## src/rtl/irqc_pkg.sv

```systemverilog
package irqc_pkg;

  typedef enum logic [1:0] {
    SEQ_NORM = 2'd0,
    SEQ_W2   = 2'd1,
    SEQ_W3   = 2'd2,
    SEQ_W4   = 2'd3
  } seq_e;

  typedef enum logic [2:0] {
    CMD_ROT_CLR = 3'd0,
    CMD_NSEOI   = 3'd1,
    CMD_NOP     = 3'd2,
    CMD_SEOI    = 3'd3,
    CMD_ROT_SET = 3'd4,
    CMD_REOI    = 3'd5,
    CMD_SETPRI  = 3'd6,
    CMD_RSEOI   = 3'd7
  } cmd_e;

  typedef struct packed {
    logic nseoi;
    logic reoi;
    logic seoi;
    logic setpri;
    logic rseoi;
  } cmd_pulse_t;

  // Bit positions of the address-0 word that steer decoding
  localparam int unsigned B_INIT    = 4;
  localparam int unsigned B_OPWORD  = 3;
  localparam int unsigned B_POLL    = 2;
  localparam int unsigned B_RSEL_EN = 1;
  localparam int unsigned B_RSEL    = 0;
  localparam int unsigned B_SMM_EN  = 6;
  localparam int unsigned B_SMM     = 5;
  localparam int unsigned B_NEED4   = 0;
  localparam int unsigned B_NESTED  = 4;
  localparam int unsigned B_AEOI    = 1;

endpackage

```

## src/rtl/irqc_init_seq.sv

```systemverilog
module irqc_init_seq
  import irqc_pkg::*;
#(
  parameter int DW = 8
) (
  input  logic          clk,
  input  logic          rst,
  input  logic          wr_en,
  input  logic          addr,
  input  logic [DW-1:0] wdata,
  output logic [DW-1:0] mask,
  output logic [DW-1:0] vec_base,
  output logic          nested_mode,
  output logic          auto_eoi,
  output logic          lvl_clr_p
);
  localparam int ID_W = $clog2(DW);
  localparam logic [DW-1:0] BASE_KEEP = {{(DW-ID_W){1'b1}}, {ID_W{1'b0}}};

  seq_e st;
  logic need4;
  logic start_w;

  assign start_w = wr_en && !addr && wdata[B_INIT];

  always_ff @(posedge clk) begin
    if (rst) begin
      st          <= SEQ_NORM;
      need4       <= 1'b0;
      mask        <= '0;
      vec_base    <= '0;
      nested_mode <= 1'b0;
      auto_eoi    <= 1'b0;
      lvl_clr_p   <= 1'b0;
    end else begin
      lvl_clr_p <= 1'b0;
      if (start_w) begin
        need4     <= wdata[B_NEED4];
        mask      <= '0;
        lvl_clr_p <= 1'b1;
        st        <= SEQ_W2;
        if (!wdata[B_NEED4]) begin
          nested_mode <= 1'b0;
          auto_eoi    <= 1'b0;
        end
      end else if (wr_en && addr) begin
        case (st)
          SEQ_NORM: mask <= wdata;
          SEQ_W2: begin
            vec_base <= wdata & BASE_KEEP;
            st       <= SEQ_W3;
          end
          SEQ_W3: st <= need4 ? SEQ_W4 : SEQ_NORM;
          SEQ_W4: begin
            nested_mode <= wdata[B_NESTED];
            auto_eoi    <= wdata[B_AEOI];
            st          <= SEQ_NORM;
          end
          default: st <= SEQ_NORM;
        endcase
      end
    end
  end
endmodule

```

## src/rtl/irqc_cmd_dec.sv

```systemverilog
module irqc_cmd_dec
  import irqc_pkg::*;
#(
  parameter int DW = 8
) (
  input  logic          clk,
  input  logic          rst,
  input  logic          wr_en,
  input  logic          addr,
  input  logic [DW-1:0] wdata,
  output logic          rd_sel,
  output logic          special_mask,
  output logic          rot_aeoi,
  output logic          poll_arm,
  output cmd_pulse_t    pulses,
  output logic [2:0]    cmd_level
);
  logic init_w, op_w, cmd_w;
  cmd_e code;

  assign init_w   = wr_en && !addr && wdata[B_INIT];
  assign op_w     = wr_en && !addr && !wdata[B_INIT] && wdata[B_OPWORD];
  assign cmd_w    = wr_en && !addr && !wdata[B_INIT] && !wdata[B_OPWORD];
  assign code     = cmd_e'(wdata[7:5]);
  assign poll_arm = op_w && wdata[B_POLL];

  always_ff @(posedge clk) begin
    if (rst) begin
      rd_sel       <= 1'b0;
      special_mask <= 1'b0;
      rot_aeoi     <= 1'b0;
      pulses       <= '0;
      cmd_level    <= '0;
    end else begin
      pulses <= '0;
      if (init_w) begin
        rd_sel       <= 1'b0;
        special_mask <= 1'b0;
      end
      if (op_w) begin
        if (wdata[B_RSEL_EN]) rd_sel <= wdata[B_RSEL];
        if (wdata[B_SMM_EN])  special_mask <= wdata[B_SMM];
      end
      if (cmd_w) begin
        cmd_level <= wdata[2:0];
        case (code)
          CMD_ROT_CLR: rot_aeoi      <= 1'b0;
          CMD_ROT_SET: rot_aeoi      <= 1'b1;
          CMD_NSEOI:   pulses.nseoi  <= 1'b1;
          CMD_REOI:    pulses.reoi   <= 1'b1;
          CMD_SEOI:    pulses.seoi   <= 1'b1;
          CMD_SETPRI:  pulses.setpri <= 1'b1;
          CMD_RSEOI:   pulses.rseoi  <= 1'b1;
          default:     ;
        endcase
      end
    end
  end
endmodule

```

## src/rtl/irqc_rd_path.sv

```systemverilog
module irqc_rd_path #(
  parameter int DW = 8
) (
  input  logic                  clk,
  input  logic                  rst,
  input  logic                  rd_en,
  input  logic                  addr,
  input  logic                  rd_sel,
  input  logic                  poll_arm,
  input  logic [DW-1:0]         pend_i,
  input  logic [DW-1:0]         insvc_i,
  input  logic [DW-1:0]         mask,
  input  logic                  win_valid_i,
  input  logic [$clog2(DW)-1:0] win_id_i,
  output logic [DW-1:0]         rdata,
  output logic                  poll_ack_p,
  output logic [$clog2(DW)-1:0] poll_ack_id
);
  localparam int ID_W = $clog2(DW);
  localparam logic [DW-1:0] SPURIOUS = DW'(DW - 1);

  logic poll_f;

  always_ff @(posedge clk) begin
    if (rst) begin
      rdata       <= '0;
      poll_f      <= 1'b0;
      poll_ack_p  <= 1'b0;
      poll_ack_id <= '0;
    end else begin
      poll_ack_p <= 1'b0;
      if (rd_en) begin
        if (poll_f) begin
          poll_f <= 1'b0;
          if (win_valid_i) begin
            rdata       <= {{(DW-ID_W){1'b0}}, win_id_i};
            poll_ack_p  <= 1'b1;
            poll_ack_id <= win_id_i;
          end else begin
            rdata <= SPURIOUS;
          end
        end else if (addr) begin
          rdata <= mask;
        end else begin
          rdata <= rd_sel ? insvc_i : pend_i;
        end
      end
      if (poll_arm) poll_f <= 1'b1;
    end
  end
endmodule

```

## src/rtl/irqc_trig_reg.sv

```systemverilog
module irqc_trig_reg #(
  parameter int          DW        = 8,
  parameter logic [DW-1:0] TRIG_MASK = 8'hF8
) (
  input  logic          clk,
  input  logic          rst,
  input  logic          wr_en,
  input  logic [DW-1:0] wdata,
  output logic [DW-1:0] q
);
  for (genvar i = 0; i < DW; i++) begin : g_bit
    if (TRIG_MASK[i]) begin : g_ff
      always_ff @(posedge clk) begin
        if (rst)        q[i] <= 1'b0;
        else if (wr_en) q[i] <= wdata[i];
      end
    end else begin : g_tie
      assign q[i] = 1'b0;
    end
  end
endmodule

```

## src/rtl/irqc_regif.sv

```systemverilog
module irqc_regif
  import irqc_pkg::*;
#(
  parameter int            DW        = 8,
  parameter logic [DW-1:0] TRIG_MASK = 8'hF8
) (
  input  logic                  clk,
  input  logic                  rst,
  input  logic                  wr_en,
  input  logic                  rd_en,
  input  logic                  addr,
  input  logic [DW-1:0]         wdata,
  output logic [DW-1:0]         rdata,
  input  logic [DW-1:0]         pend_i,
  input  logic [DW-1:0]         insvc_i,
  input  logic                  win_valid_i,
  input  logic [$clog2(DW)-1:0] win_id_i,
  input  logic                  trig_wr_en,
  input  logic [DW-1:0]         trig_wdata,
  output logic [DW-1:0]         trig_mode,
  output logic [DW-1:0]         mask,
  output logic [DW-1:0]         vec_base,
  output logic                  nested_mode,
  output logic                  auto_eoi,
  output logic                  rot_aeoi,
  output logic                  special_mask,
  output logic                  lvl_clr_p,
  output logic                  eoi_ns_p,
  output logic                  eoi_rot_p,
  output logic                  eoi_spec_p,
  output logic                  prio_set_p,
  output logic                  eoi_rspec_p,
  output logic [2:0]            cmd_level,
  output logic                  poll_ack_p,
  output logic [$clog2(DW)-1:0] poll_ack_id
);
  logic       rd_sel;
  logic       poll_arm;
  cmd_pulse_t pulses;

  irqc_init_seq #(.DW(DW)) u_seq (
    .clk(clk), .rst(rst), .wr_en(wr_en), .addr(addr), .wdata(wdata),
    .mask(mask), .vec_base(vec_base), .nested_mode(nested_mode),
    .auto_eoi(auto_eoi), .lvl_clr_p(lvl_clr_p)
  );

  irqc_cmd_dec #(.DW(DW)) u_dec (
    .clk(clk), .rst(rst), .wr_en(wr_en), .addr(addr), .wdata(wdata),
    .rd_sel(rd_sel), .special_mask(special_mask), .rot_aeoi(rot_aeoi),
    .poll_arm(poll_arm), .pulses(pulses), .cmd_level(cmd_level)
  );

  irqc_rd_path #(.DW(DW)) u_rd (
    .clk(clk), .rst(rst), .rd_en(rd_en), .addr(addr), .rd_sel(rd_sel),
    .poll_arm(poll_arm), .pend_i(pend_i), .insvc_i(insvc_i), .mask(mask),
    .win_valid_i(win_valid_i), .win_id_i(win_id_i), .rdata(rdata),
    .poll_ack_p(poll_ack_p), .poll_ack_id(poll_ack_id)
  );

  irqc_trig_reg #(.DW(DW), .TRIG_MASK(TRIG_MASK)) u_trig (
    .clk(clk), .rst(rst), .wr_en(trig_wr_en), .wdata(trig_wdata), .q(trig_mode)
  );

  assign eoi_ns_p    = pulses.nseoi;
  assign eoi_rot_p   = pulses.reoi;
  assign eoi_spec_p  = pulses.seoi;
  assign prio_set_p  = pulses.setpri;
  assign eoi_rspec_p = pulses.rseoi;
endmodule

```

## config.mk

```make
export PLATFORM = sky130hd
export DESIGN_NAME = irqc_regif
export DESIGN_NICKNAME = d
export VERILOG_FILES = /design/src/rtl/irqc_pkg.sv /design/src/rtl/irqc_init_seq.sv /design/src/rtl/irqc_cmd_dec.sv /design/src/rtl/irqc_rd_path.sv /design/src/rtl/irqc_trig_reg.sv /design/src/rtl/irqc_regif.sv
export SDC_FILE = /design/constraint.sdc
export NUM_CORES = 1
export LEC_CHECK = 0
export CAP_MARGIN = 40
export CORE_ASPECT_RATIO = 0.75
export CORE_UTILIZATION = 42
export DETAILED_ROUTE_END_ITERATION = 12
export PLACE_DENSITY = 0.79
export SETUP_SLACK_MARGIN = 0.05
export SYNTH_ARGS = -nofsm -noshare
export SYNTH_HDL_FRONTEND = slang
export SYNTH_SLANG_ARGS = --single-unit
```

## constraint.sdc

```tcl
create_clock -name clk -period 1.7 [get_ports clk]
set_input_delay 0.51 -clock clk [delete_from_list [all_inputs] [get_ports clk]]
set_output_delay 0.51 -clock clk [all_outputs]
set_load 0.05 [all_outputs]
```

* Word level (Yosys, flattened, before mapping)
Index checks and enable logic that the tools add are counted.
** Storage, ports and cells
- Register bits after elaboration :: 48
- Input bits :: 42
- Output and inout port bits :: 49
- Word-level logic and storage cells :: 99
** Cells by class
- Equal/unequal tests :: 10
- Muxes and demuxes :: 31
- Bitwise operators :: 4
- Reductions and logical operators :: 28
** Operators by type and width (number)
- $mux 1 :: 24
- $mux 8 :: 3
- $eq 3x3->1 const B :: 4
- $reduce_and 3->1 :: 3
- $reduce_and 2->1 :: 4
- $reduce_bool 2->1 :: 4
- $logic_and 1x1->1 :: 7
- $pmux 2 s3 :: 1
- $eq 2x2->1 const B :: 2
- $not 1->1 :: 4
- $reduce_bool 4->1 :: 1
- $reduce_or 2->1 :: 2
- $eq 3x1->1 const B :: 1
- $eq 3x2->1 const B :: 1
- $logic_not 1->1 :: 3
- $logic_not 3->1 :: 1
- $mux 3 :: 1
- $reduce_bool 3->1 :: 1
- $reduce_or 3->1 :: 1
- $eq 2x1->1 const B :: 1
- $logic_not 2->1 :: 1
- $mux 2 :: 1
- $ne 2x2->1 const B :: 1
- $pmux 1 s2 :: 1

* Longest topological paths before layout
- Depth after elaboration :: 6
- Mapped depth :: 5
- Depth with buffers taken out :: 5

* Hierarchy
Synthesis repeated with hierarchy kept, for this count alone.
** Second synthesis, totals
- Cell total of the unflattened synthesis :: 220
- Area, all modules :: 2214.6 µm²
** Modules (own cells, without submodules)
- irqc_init_seq :: instances 1, cells each 85, area an instance 857.1 µm², seq. area each 380.4 µm²
- irqc_rd_path :: instances 1, cells each 76, area an instance 708.2 µm², seq. area each 260.2 µm²
- irqc_cmd_dec :: instances 1, cells each 39, area an instance 442.9 µm², seq. area each 220.2 µm²
- irqc_trig_reg :: instances 1, cells each 20, area an instance 206.4 µm², seq. area each 100.1 µm²

* Worst setup path after synthesis
Ideal clock, no wire load.
- Path type :: input-to-reg
- Start :: input port wdata[4]
- End :: register u_dec.rot_aeoi
- Setup time :: 0.116 ns
- Arrival :: 1.410 ns
- Required time :: 1.584 ns
- Slack :: 0.174 ns
- Cell stages on the path :: 4
- Buffers on the path :: 1
- Cell sequence :: buf_2 -> nor4b_4 -> a21oi_1 -> a41o_1
** Between the ends
- Word-level cells in the longest chain between the ends :: 4
** Ends and longest elaborated chain
- from (decl) :: RTL line irqc_regif.sv:12 : input logic [DW-1:0] wdata,
- $logic_not 1->1 :: RTL line irqc_cmd_dec.sv:23 : assign cmd_w = wr_en && !addr && !wdata[B_INIT] && !wdata[B_OPWORD];
- $logic_and 1x1->1 (2 in a row) :: RTL line irqc_cmd_dec.sv:23
- $reduce_and 2->1 (no line)
- to (signal assigned) :: RTL line irqc_cmd_dec.sv:31 : rot_aeoi <= 1'b0;
- to (signal assigned) :: RTL line irqc_cmd_dec.sv:47 : CMD_ROT_CLR: rot_aeoi <= 1'b0;
- to (signal assigned) :: RTL line irqc_cmd_dec.sv:48 : CMD_ROT_SET: rot_aeoi <= 1'b1;
- to (decl) :: RTL line irqc_cmd_dec.sv:13 : output logic rot_aeoi,
Every way passes these cells.
A chain may end at the register's enable or synchronous reset.

* Worst setup path after layout
- Start :: input port rd_en
- End :: register u_rd.poll_ack_id[1]
** Between the ends
- Word-level cells in the longest chain between the ends :: 1
** Ends and longest elaborated chain
- from (decl) :: RTL line irqc_regif.sv:10 : input logic rd_en,
- $reduce_and 3->1 (no line)
- to (signal assigned) :: RTL line irqc_rd_path.sv:38 : poll_ack_id <= win_id_i;
- to (decl) :: RTL line irqc_rd_path.sv:17 : output logic [$clog2(DW)-1:0] poll_ack_id
Every way passes these cells.

==> metrics.md <==
| Metric | Value |
|---|---|
| Outcome | `finished, violations left` |
| Violations in the final reports | `DRC` |
| Remaining DRCs | `7` |
| Leak | `~1.6 nW` |
| Synthesized area | `about 2200 um2` |
| Cell count after synthesis | `between 200 and 250` |
| Max layer used | `met4` |
| Area of the multi-input gates | `1110 um2` |
| Worst Skew | `~3 ps` |
| Gpl congestion | `0.780` |
| Total GRT Usage | `a little over a fifth` |
| Final setup viols | `0` |
| Placed insts | `between 300 and 400` |
| Fill cell count | `about 340` |
| First DRT Iteration DRCs | `slightly above 90` |
| Count leader, synth | `dfxtp_1` |
| Clk root buf | `clkbuf_8` |
| Clock Sinks | `48` |
| Largest net degree at the start of global routing | `18` |
| Core area | `a little under 5000 um2` |
| Reg clk slew, reported paths | `90 ps` |
| VDD IR max | `roughly 0.00045 V` |
| CTS tree | `done` |
| FF+latch count, synth | `48` |
| Crit start category | `primary input` |
| Cell accounting for the most synthesized area | `dfxtp_1` |
| Vias post-DR | `1928` |
| Tightest hold margin | `a little over 500 ps` |
| Num CTS Buffers | `5` |
| Share of cells above drive strength 1 | `~30%` |
| Final hold vios | `0` |
| Crit path capture type | `flop` |
| Post-synth ARST share | `0%` |
| Initial Util | `between 40% and 50%` |
| Diodes inserted | `0` |
| Non-Filler Instances | `around 380` |
| Syn_area_per_cell | `roughly 9.7 um2` |
| Worst EP arrival | `1690 ps` |
| Clk buf depth | `2` |
| First-pass GRT wire length | `between 9 and 10 mm` |
| WL met2 | `approximately 2.6 mm` |
| Max-cap violations | `0` |
| Post-route clock period utilization | `between 80% and 90%` |
| Top post-synthesis cells by area | `dfxtp_1, mux2i_1, nor2_1` |
| WL met1 | `between 2 and 3 mm` |
| Synth Flop Type | `dfxtp_1` |
| WS Path Type | `primary input to flop` |
| Max Freq | `668 MHz` |
| CTS Hold Bufs | `0` |
| Synth Warn # | `0` |
| WL per Instance | `between 10 and 15 um` |
| Crit-path max FO | `7` |
| HPWL Detailed | `4.39 mm` |
| Die Y-Extent | `~64 um` |
| Initial antenna violation count | `0` |
| Wire length on met3 | `434 um` |
| Worst Path Required | `roughly 1900 ps` |
| Row Count | `22` |
| Drt first pass iters | `9` |
| Clock network latency to the later pin of the worst-skew pair | `around 300 ps` |
| Ports | `91` |
| Tmin final | `roughly 1500 ps` |
| HP Class | `flop to flop` |
| Seq/Total Area, Yosys | `between 40% and 50%` |
| CTS H-tree depth | `2` |
| IO buf count | `slightly above 80` |
| Reg area | `just under 1000 um2` |
| Die Area | `5440 um2` |
| Via/cell ratio | `between 5 and 6` |
| Layout Nets | `370` |
| RSZ-0062 raised after global routing | `false` |
| Power Dens Cells | `approximately 700 nW/um2` |
| Yosys top cell area share | `44.5%` |
| Post-Route WL | `5.64 mm` |
| Vias in the first global route | `just under 2000` |
| Final Slew Violations | `0` |
| Top post-synthesis cells by count | `dfxtp_1, nor2_1, mux2i_1` |
| Die X | `about 85 um` |
| Synth-to-layout area growth | `70.5%` |
| Grt total ovfl | `0` |
| EDFF count, synth | `0` |
| Synth cell types | `36` |
| Antenna Nets Post-Route | `0` |
cell usage in the layout, fill, tap and decap left out, types with 4 or more instances in the layout:
master,instances
ha_1,5
dfxtp_1,48
nor2b_1,10
a31oi_1,7
conb_1,6
nor2_1,35
buf_4,25
nand3_1,4
nand2_1,16
clkbuf_8,6
clkdlybuf4s50_1,34
mux2_2,7
a21oi_1,9
mux2i_1,29
buf_12,43
power breakdown:
part           total (mW)  switching [mW]  leakage [nW]  internal (mW)
Sequential           1.20          0.0425         0.390           1.16
Clock               0.734           0.401        0.0516          0.333
Combinational       0.597           0.298          1.15          0.299
Total                2.53           0.741          1.59           1.79
final timing paths:
kind             startpoint                   to  slack [ps]  depth (start not counted)
max                   rd_en  u_rd.poll_ack_id[1]         200                          5
min          u_seq.auto_eoi       u_seq.auto_eoi         510                          2
max reg2reg     u_seq.st[0]          u_seq.st[1]         220                          5
min reg2reg  u_seq.auto_eoi       u_seq.auto_eoi         510                          2
worst max-delay path, stage by stage:
cell and delay, ps:
clkdlybuf4s50_1 530, buf_4 170, nand3_1 180, mux2i_1 230, nor2_1 60
flip-flops by register name, indices dropped and copies added (netlist names):
signal              count
u_seq.lvl_clr_p         1
u_dec.rot_aeoi          1
u_dec.special_mask      1
u_seq.st                2
u_seq.vec_base          5
u_rd.rdata              8
u_dec.rd_sel            1
u_rd.poll_ack_p         1
u_seq.need4             1
u_rd.poll_f             1
u_rd.poll_ack_id        3
u_dec.pulses            5
u_dec.cmd_level         3
u_seq.mask              8
u_trig.q                5
u_seq.nested_mode       1
u_seq.auto_eoi          1
final cells by class:
cell class	count	area share [%]
flip-flops and latches	48	26.1
well taps	60	2.04
inverters	3	0.306
clock inverters	2	0.374
clock buffers	6	2.24
multi-input cells	159	30.1
repair buffers	106	38.8
through the flow:
stage / instance area, um2 / power (mW) / util (%) / TNS (ps) / worst slack (ps)
final: 3680 / 2.53 / 74.7 / 0 / 203
after global routing: 3680 / 2.64 / 74.7 / 0 / 109
after CTS: 3680 / 2.55 / 74.7 / 0 / 55.4
after detailed placement: 3580 / 1.82 / 72.6 / -9040 / -325
after global placement: 3580 / 1.81 / 72.6 / -8270 / -272
after floorplan: 2180 / 1.51 / - / 0 / 174
logic make-up (layout without fill, tap and decap cells):
kind of cell	after synthesis	count (layout)	share of synthesized area, %
buffers and inverters	21	117	5.33
AOI/OAI and AO/OA	28	28	8.86
DFF	48	48	44.5
other	1	6	0.174
adders and majority gates	5	5	2.90
muxes	36	36	17.1
and+or+nand+nor	84	84	21.1
timing repair:
| item | CTS | global route |
|---|---|---|
| hold endpoints to repair | 0 | 0 |
| resized for setup | 4 | 1 |
| endpoints found under the setup margin | 10 | 11 |
| gates cloned | 0 | 0 |
| buffers inserted | 0 | 0 |
per-layer routing:
| metal | up-vias | global-route usage (%) |
|---|---|---|
| met4 | 0 | 6.36 |
| met1 | 892 | 27.2 |
| met5 | - | 0 |
| met2 | 61 | 35.7 |
| li1 | 968 | - |
| met3 | 7 | 8.01 |
No activity file was read; power rests on OpenSTA's default activity.
